### config.mk
export PLATFORM = sky130hd
export DESIGN_NAME = txt_pixel_gen
export DESIGN_NICKNAME = d
export VERILOG_FILES = /design/src/rtl/txt_pkg.sv /design/src/rtl/txt_fetch_seq.sv /design/src/rtl/txt_addr_gen.sv /design/src/rtl/txt_pix_shift.sv /design/src/rtl/txt_pixel_gen.sv
export SDC_FILE = /design/constraint.sdc
export NUM_CORES = 1
export LEC_CHECK = 0
export ABC_CLOCK_PERIOD_IN_PS = 4900
export CORE_ASPECT_RATIO = 1.2
export CORE_MARGIN = 2
export CORE_UTILIZATION = 43
export CTS_CLUSTER_SIZE = 8
export DETAILED_ROUTE_END_ITERATION = 8
export DONT_BUFFER_PORTS = 1
export GPL_ROUTABILITY_DRIVEN = 0
export GPL_TIMING_DRIVEN = 0
export SLEW_MARGIN = 20
export SYNTH_ARGS = -nofsm -noshare
export SYNTH_HDL_FRONTEND = slang
export SYNTH_SLANG_ARGS = --single-unit
### constraint.sdc
create_clock -name clk -period 4.9 [get_ports clk]
set_input_delay 1.225 -clock clk [delete_from_list [all_inputs] [get_ports clk]]
set_output_delay 1.225 -clock clk [all_outputs]
set_load 0.05 [all_outputs]
### src/rtl/txt_pkg.sv
package txt_pkg;
  localparam int CODE_W      = 8;
  localparam int DATA_W      = 8;
  localparam int ROW_W       = 3;
  localparam int ADDR_W      = 16;
  localparam int BANK_W      = 2;
  localparam int GSEL_W      = 3;
  localparam int MSEL_W      = 4;
  localparam int MBLK_W      = 10;
  localparam int POS_W       = 11;
  localparam int NARROW_W    = 10;
  localparam int COLR_W      = 4;
  localparam int CTRL_W      = 8;
  localparam int SPAN_W      = ADDR_W - BANK_W;
  localparam logic [ADDR_W-1:0] ROM_BASE_STD = 16'hD000;
  localparam logic [ADDR_W-1:0] ROM_BASE_ALT = 16'hC000;

  function automatic logic text_mode_on(logic ecm, logic bmm, logic mcm,
                                        logic [CTRL_W-1:0] cb);
    return !ecm && !bmm && !mcm && (cb == '0);
  endfunction

  // glyph blocks 2 and 3 in an even bank fall on the ROM image
  function automatic logic glyph_in_rom(logic [GSEL_W-1:0] gsel,
                                        logic [BANK_W-1:0] bank);
    return (gsel[GSEL_W-1:1] == 2'b01) && !bank[0];
  endfunction

  function automatic logic [ADDR_W-1:0] glyph_ram_addr(logic [BANK_W-1:0] bank,
                                                       logic [GSEL_W-1:0] gsel,
                                                       logic [CODE_W-1:0] code,
                                                       logic [ROW_W-1:0] row);
    return {bank, gsel, code, row};
  endfunction

  function automatic logic [ADDR_W-1:0] glyph_rom_addr(logic alt,
                                                       logic [CODE_W-1:0] code,
                                                       logic [ROW_W-1:0] row);
    logic [ADDR_W-1:0] off;
    off = '0;
    off[CODE_W+ROW_W-1:0] = {code, row};
    return (alt ? ROM_BASE_ALT : ROM_BASE_STD) | off;
  endfunction

  function automatic logic [ADDR_W-1:0] matrix_addr(logic [BANK_W-1:0] bank,
                                                    logic [MSEL_W-1:0] msel,
                                                    logic [POS_W-1:0] pos);
    logic [SPAN_W-1:0] off;
    logic [SPAN_W-1:0] pos_x;
    pos_x = '0;
    pos_x[POS_W-1:0] = pos;
    off = {msel, {MBLK_W{1'b0}}} + pos_x;
    return {bank, off};
  endfunction

  function automatic logic [POS_W-1:0] colour_index(logic wide, logic [POS_W-1:0] pos);
    logic [POS_W-1:0] idx;
    idx = '0;
    idx[NARROW_W-1:0] = pos[NARROW_W-1:0];
    return wide ? pos : idx;
  endfunction
endpackage

### src/rtl/txt_fetch_seq.sv
module txt_fetch_seq #(
  parameter int CELL_PX = 8
) (
  input  logic clk,
  input  logic rst_n,
  output logic at_code,
  output logic at_code_ret,
  output logic at_glyph,
  output logic at_glyph_ret,
  output logic at_last
);
  localparam int PH_W = $clog2(CELL_PX);
  localparam logic [PH_W-1:0] PH_LAST = PH_W'(CELL_PX - 1);

  logic [PH_W-1:0] phase;

  always_ff @(posedge clk or negedge rst_n) begin
    if (!rst_n)                phase <= '0;
    else if (phase == PH_LAST) phase <= '0;
    else                       phase <= phase + 1'b1;
  end

  assign at_code      = (phase == PH_W'(0));
  assign at_code_ret  = (phase == PH_W'(1));
  assign at_glyph     = (phase == PH_W'(2));
  assign at_glyph_ret = (phase == PH_W'(3));
  assign at_last      = (phase == PH_LAST);
endmodule

### src/rtl/txt_addr_gen.sv
module txt_addr_gen
  import txt_pkg::*;
(
  input  logic [BANK_W-1:0] cfg_bank,
  input  logic [GSEL_W-1:0] cfg_glyph_blk,
  input  logic [MSEL_W-1:0] cfg_matrix_blk,
  input  logic              cfg_rom_alt,
  input  logic              cfg_wide,
  input  logic [POS_W-1:0]  cell_pos,
  input  logic [CODE_W-1:0] code,
  input  logic [ROW_W-1:0]  row,
  output logic [ADDR_W-1:0] mtx_addr,
  output logic [ADDR_W-1:0] glyph_addr,
  output logic              glyph_rom,
  output logic [POS_W-1:0]  col_index
);
  assign mtx_addr   = matrix_addr(cfg_bank, cfg_matrix_blk, cell_pos);
  assign glyph_rom  = glyph_in_rom(cfg_glyph_blk, cfg_bank);
  assign glyph_addr = glyph_rom ? glyph_rom_addr(cfg_rom_alt, code, row)
                                : glyph_ram_addr(cfg_bank, cfg_glyph_blk, code, row);
  assign col_index  = colour_index(cfg_wide, cell_pos);
endmodule

### src/rtl/txt_pix_shift.sv
module txt_pix_shift #(
  parameter int CELL_PX = 8,
  parameter int COLR_W  = 4
) (
  input  logic               clk,
  input  logic               rst_n,
  input  logic               load,
  input  logic [CELL_PX-1:0] in_bits,
  input  logic [COLR_W-1:0]  in_fg,
  input  logic               mode_on,
  input  logic [COLR_W-1:0]  bg,
  output logic               lead_bit,
  output logic [COLR_W-1:0]  pix
);
  logic [CELL_PX-1:0] sh;
  logic [COLR_W-1:0]  fg_q;

  always_ff @(posedge clk or negedge rst_n) begin
    if (!rst_n) begin
      sh   <= '0;
      fg_q <= '0;
    end else if (load) begin
      sh   <= in_bits;
      fg_q <= in_fg;
    end else begin
      sh   <= {sh[CELL_PX-2:0], 1'b0};
    end
  end

  assign lead_bit = sh[CELL_PX-1];
  assign pix      = (mode_on && lead_bit) ? fg_q : bg;
endmodule

### src/rtl/txt_pixel_gen.sv
module txt_pixel_gen
  import txt_pkg::*;
(
  input  logic              clk,
  input  logic              rst_n,
  input  logic [2:0]        cfg_glyph_blk,
  input  logic [3:0]        cfg_matrix_blk,
  input  logic [1:0]        cfg_bank,
  input  logic              cfg_rom_alt,
  input  logic              cfg_wide,
  input  logic              cfg_ext_color,
  input  logic              cfg_bitmap,
  input  logic              cfg_multi,
  input  logic [7:0]        cfg_ctrl_b,
  input  logic [3:0]        cfg_bg_color,
  input  logic [10:0]       cell_pos,
  input  logic [2:0]        cell_row,
  output logic              cell_strobe,
  output logic              mem_req,
  output logic [15:0]       mem_addr,
  output logic              mem_rom_sel,
  input  logic              mem_rvalid,
  input  logic [7:0]        mem_rdata,
  output logic              col_req,
  output logic [10:0]       col_addr,
  input  logic [7:0]        col_rdata,
  output logic [3:0]        pix_color
);
  localparam int CELL_PX = DATA_W;

  logic              at_code, at_code_ret, at_glyph, at_glyph_ret, at_last;
  logic              mode_on;
  logic [CODE_W-1:0] code_q;
  logic [ROW_W-1:0]  row_q;
  logic [DATA_W-1:0] attr_q;
  logic [DATA_W-1:0] glyph_q;
  logic              glyph_ok;
  logic [ADDR_W-1:0] mtx_addr, glyph_addr;
  logic              glyph_rom;
  logic [POS_W-1:0]  col_index;
  logic              lead_bit;

  assign mode_on = text_mode_on(cfg_ext_color, cfg_bitmap, cfg_multi, cfg_ctrl_b);

  txt_fetch_seq #(.CELL_PX(CELL_PX)) u_seq (
    .clk(clk), .rst_n(rst_n),
    .at_code(at_code), .at_code_ret(at_code_ret),
    .at_glyph(at_glyph), .at_glyph_ret(at_glyph_ret), .at_last(at_last)
  );

  txt_addr_gen u_addr (
    .cfg_bank(cfg_bank), .cfg_glyph_blk(cfg_glyph_blk), .cfg_matrix_blk(cfg_matrix_blk),
    .cfg_rom_alt(cfg_rom_alt), .cfg_wide(cfg_wide), .cell_pos(cell_pos),
    .code(code_q), .row(row_q),
    .mtx_addr(mtx_addr), .glyph_addr(glyph_addr), .glyph_rom(glyph_rom),
    .col_index(col_index)
  );

  always_ff @(posedge clk or negedge rst_n) begin
    if (!rst_n) begin
      code_q   <= '0;
      row_q    <= '0;
      attr_q   <= '0;
      glyph_q  <= '0;
      glyph_ok <= 1'b0;
    end else begin
      if (at_code) row_q <= cell_row;
      if (at_code_ret && mem_rvalid) code_q <= mem_rdata;
      if (at_code_ret) attr_q <= col_rdata;
      if (at_glyph_ret) glyph_ok <= mem_rvalid && mode_on;
      if (at_glyph_ret && mem_rvalid) glyph_q <= mem_rdata;
    end
  end

  assign cell_strobe = at_code;
  assign mem_req     = mode_on && (at_code || at_glyph);
  assign mem_addr    = at_glyph ? glyph_addr : mtx_addr;
  assign mem_rom_sel = mode_on && at_glyph && glyph_rom;
  assign col_req     = mode_on && at_code;
  assign col_addr    = col_index;

  txt_pix_shift #(.CELL_PX(CELL_PX), .COLR_W(COLR_W)) u_shift (
    .clk(clk), .rst_n(rst_n),
    .load(at_last),
    .in_bits(glyph_ok ? glyph_q : '0),
    .in_fg(attr_q[COLR_W-1:0]),
    .mode_on(mode_on),
    .bg(cfg_bg_color),
    .lead_bit(lead_bit),
    .pix(pix_color)
  );
endmodule

==> reports/results.tsv <==
metric	value	unit
status	finished, final reports clean	
Final ANT Viol Nets	0	
Setup Skew	0.00372	ns
GRT Overall Usage	0.149	
drt drc	0	
Synth Register Bits	39	
Die Ht	78.0	um
total CTS buffers	5	
min Tclk post-route	3.82	ns
vias	1184	
fin util	0.487	
Final nets	239	
# IOs	94	
number of synthesized flops with an enable pin	0	
Synth area leaders	dfrtp_1, mux2_2, ha_1	
routed length per placed instance	15.9	um
Ys Warns	0	
hold crit path type	flop to flop	
area of the core	4330	um^2
final setup TNS	0	ns
CTS root buffer	clkbuf_8	
Cell Area, Synth	1960	um^2
RSZ-0062 raised after global routing	false	
Port Buffers	0	
cell accounting for the most synthesized area	dfrtp_1	
grt ovf	0	
Synth top area share	0.497	
Placement Setup Slack	1.07	ns
CP Class	input pin to output pin	
vias per cell	5.22	
worst slew pin tran	1.07	ns
Total Power	0.634	mW
DP Wirelength	2910	um
starting density of the core	0.454	
final WL	3610	um
nature of the critical path endpoint	output pin	
fill count	392	
initial drt markers	12	
clock sink count	39	
Startpoint Class	input pin	
CP required	3.67	ns
crit path max fanout	4	
row cnt	26	
post-CTS setup buffers	0	
Hold Slack	0.481	ns
first-pass GRT wire length	5760	um
worst-skew pair later-pin latency	0.28	ns
CTS H-tree depth	2	
VDD IR max	163	uV
vias in the first global route	1241	
Final setup viols	0	
max-cap violation count	0	
Mean Syn Cell Area	11.9	um^2
die area	5130	um^2
Post-synth ARST share	1.00	
static leakage	0.929	nW
headroom to the max-slew limit	0.300	
Worst-path clk slew	0.06	ns
Post-Syn Nets	232	
initial antenna violation count	0	
layout cells sized above 1	0.368	
Main synth FF type	dfrtp_1	
clk buf depth	2	
Post-Syn Instances	165	
Final Slew Violations	0	
Die W	65.7	um
final instance area	2110	um^2
# diodes	0	
sequential area share after synthesis	0.497	
Placed Area	2030	um^2
top cells by count, synth	mux2_2, dfrtp_1, inv_1	
placed insts	221	
pwr dens	301	nW/um^2
CTS tree	yes	
Tcrit/Tclk final	0.780	
Netlist cell types	25	
CP startpoint	cfg_ext_color	
fmax	262	MHz
CP arrival	2.60	ns
reg2reg start	u_seq.phase[0]	
top-count cell post-synth	mux2_2	
# hold bufs at CTS	0	
synth-to-layout area growth	7.26	%
final worst slack	1.08	ns
final std cells w/o fill	227	
Fin. Hold Viols	0	
largest net degree at the start of global routing	40	
DR pass1 iterations	4	
min-delay src	glyph_q[5]	
post_cts resized	0	
==> critical path: stages <==
cell and delay (ns):
nor4_2 0.33, nand3_1 0.25, nor2b_1 0.79
==> flip-flops by register name, summed over array words and instances (netlist names) <==
register	count
glyph_q	8
u_seq.phase	3
u_shift.sh	8
glyph_ok	1
row_q	3
u_shift.fg_q	4
attr_q	4
code_q	8
==> layout by cell type, fill, tap and decap left out <==
cell type and n:
xor2_1 1, mux2_2 42, nand3_1 4, clkbuf_8 5, o21ai_1 2, nand4_2 1, nand2b_1 1, a31o_2 1
nor2_1 4, and2_1 1, o21ai_0 7, nor2b_1 3, nand2_1 11, o311ai_0 1, nor3_1 1, nor4_2 2
buf_4 10, nor3b_1 1, o22ai_1 2, xnor2_1 1, buf_2 2, and3_1 1, and2_0 1, ha_1 8
inv_1 15, clkbuf_1 4, dfrtp_1 39
==> worst paths after layout <==
path | endpoint | slack, ns | depth (start not counted)
min | u_shift.sh[5] | 0.48 | 2
min reg2reg | u_shift.sh[5] | 0.48 | 2
max | col_req | 1.08 | 3
min in group asynchronous | code_q[7] | 0.63 | 0
max reg2reg | row_q[1] | 2.98 | 5
max in group asynchronous | u_shift.fg_q[3] | 4.19 | 0
==> layout make-up <==
cell class	count	area [um^2]	share of cell area
Sequential cell	39	976	0.463
Tap cell	56	70.1	0.0333
Inverter	15	56.3	0.0267
Multi-Input combinational cell	96	836	0.397
Clock buffer	6	72.6	0.0344
Buffer	15	96.3	0.0457
==> report_power, final <==
group	total (mW)	switching, mW	internal [mW]
clock	0.191	0.0960	0.0946
combinational	0.0949	0.0657	0.0293
sequential	0.349	0.00863	0.340
total	0.634	0.170	0.464
==> metal layers <==
| metal | up-vias | GRT usage | wire, um |
|---|---|---|---|
| li1 | 556 | - | - |
| met1 | 578 | 0.160 | 1360 |
| met2 | 45 | 0.263 | 1930 |
| met3 | 5 | 0.0516 | 255 |
| met4 | 0 | 0.0625 | 61 |
| met5 | - | 0 | 0 |
==> cells by family (layout without fill, tap and decap cells) <==
family / Yosys count / count (layout) / synth area share
adders and majority gates: 8 / 8 / 0.0510
DFF: 39 / 39 / 0.497
muxes: 42 / 42 / 0.241
xor gates and xnor gates: 2 / 2 / 0.00892
AOI/OAI and AO/OA: 13 / 13 / 0.0382
buffers and inverters: 30 / 36 / 0.0777
and+or+nand+nor: 31 / 31 / 0.0866
No activity file was read; power rests on OpenSTA's default activity.
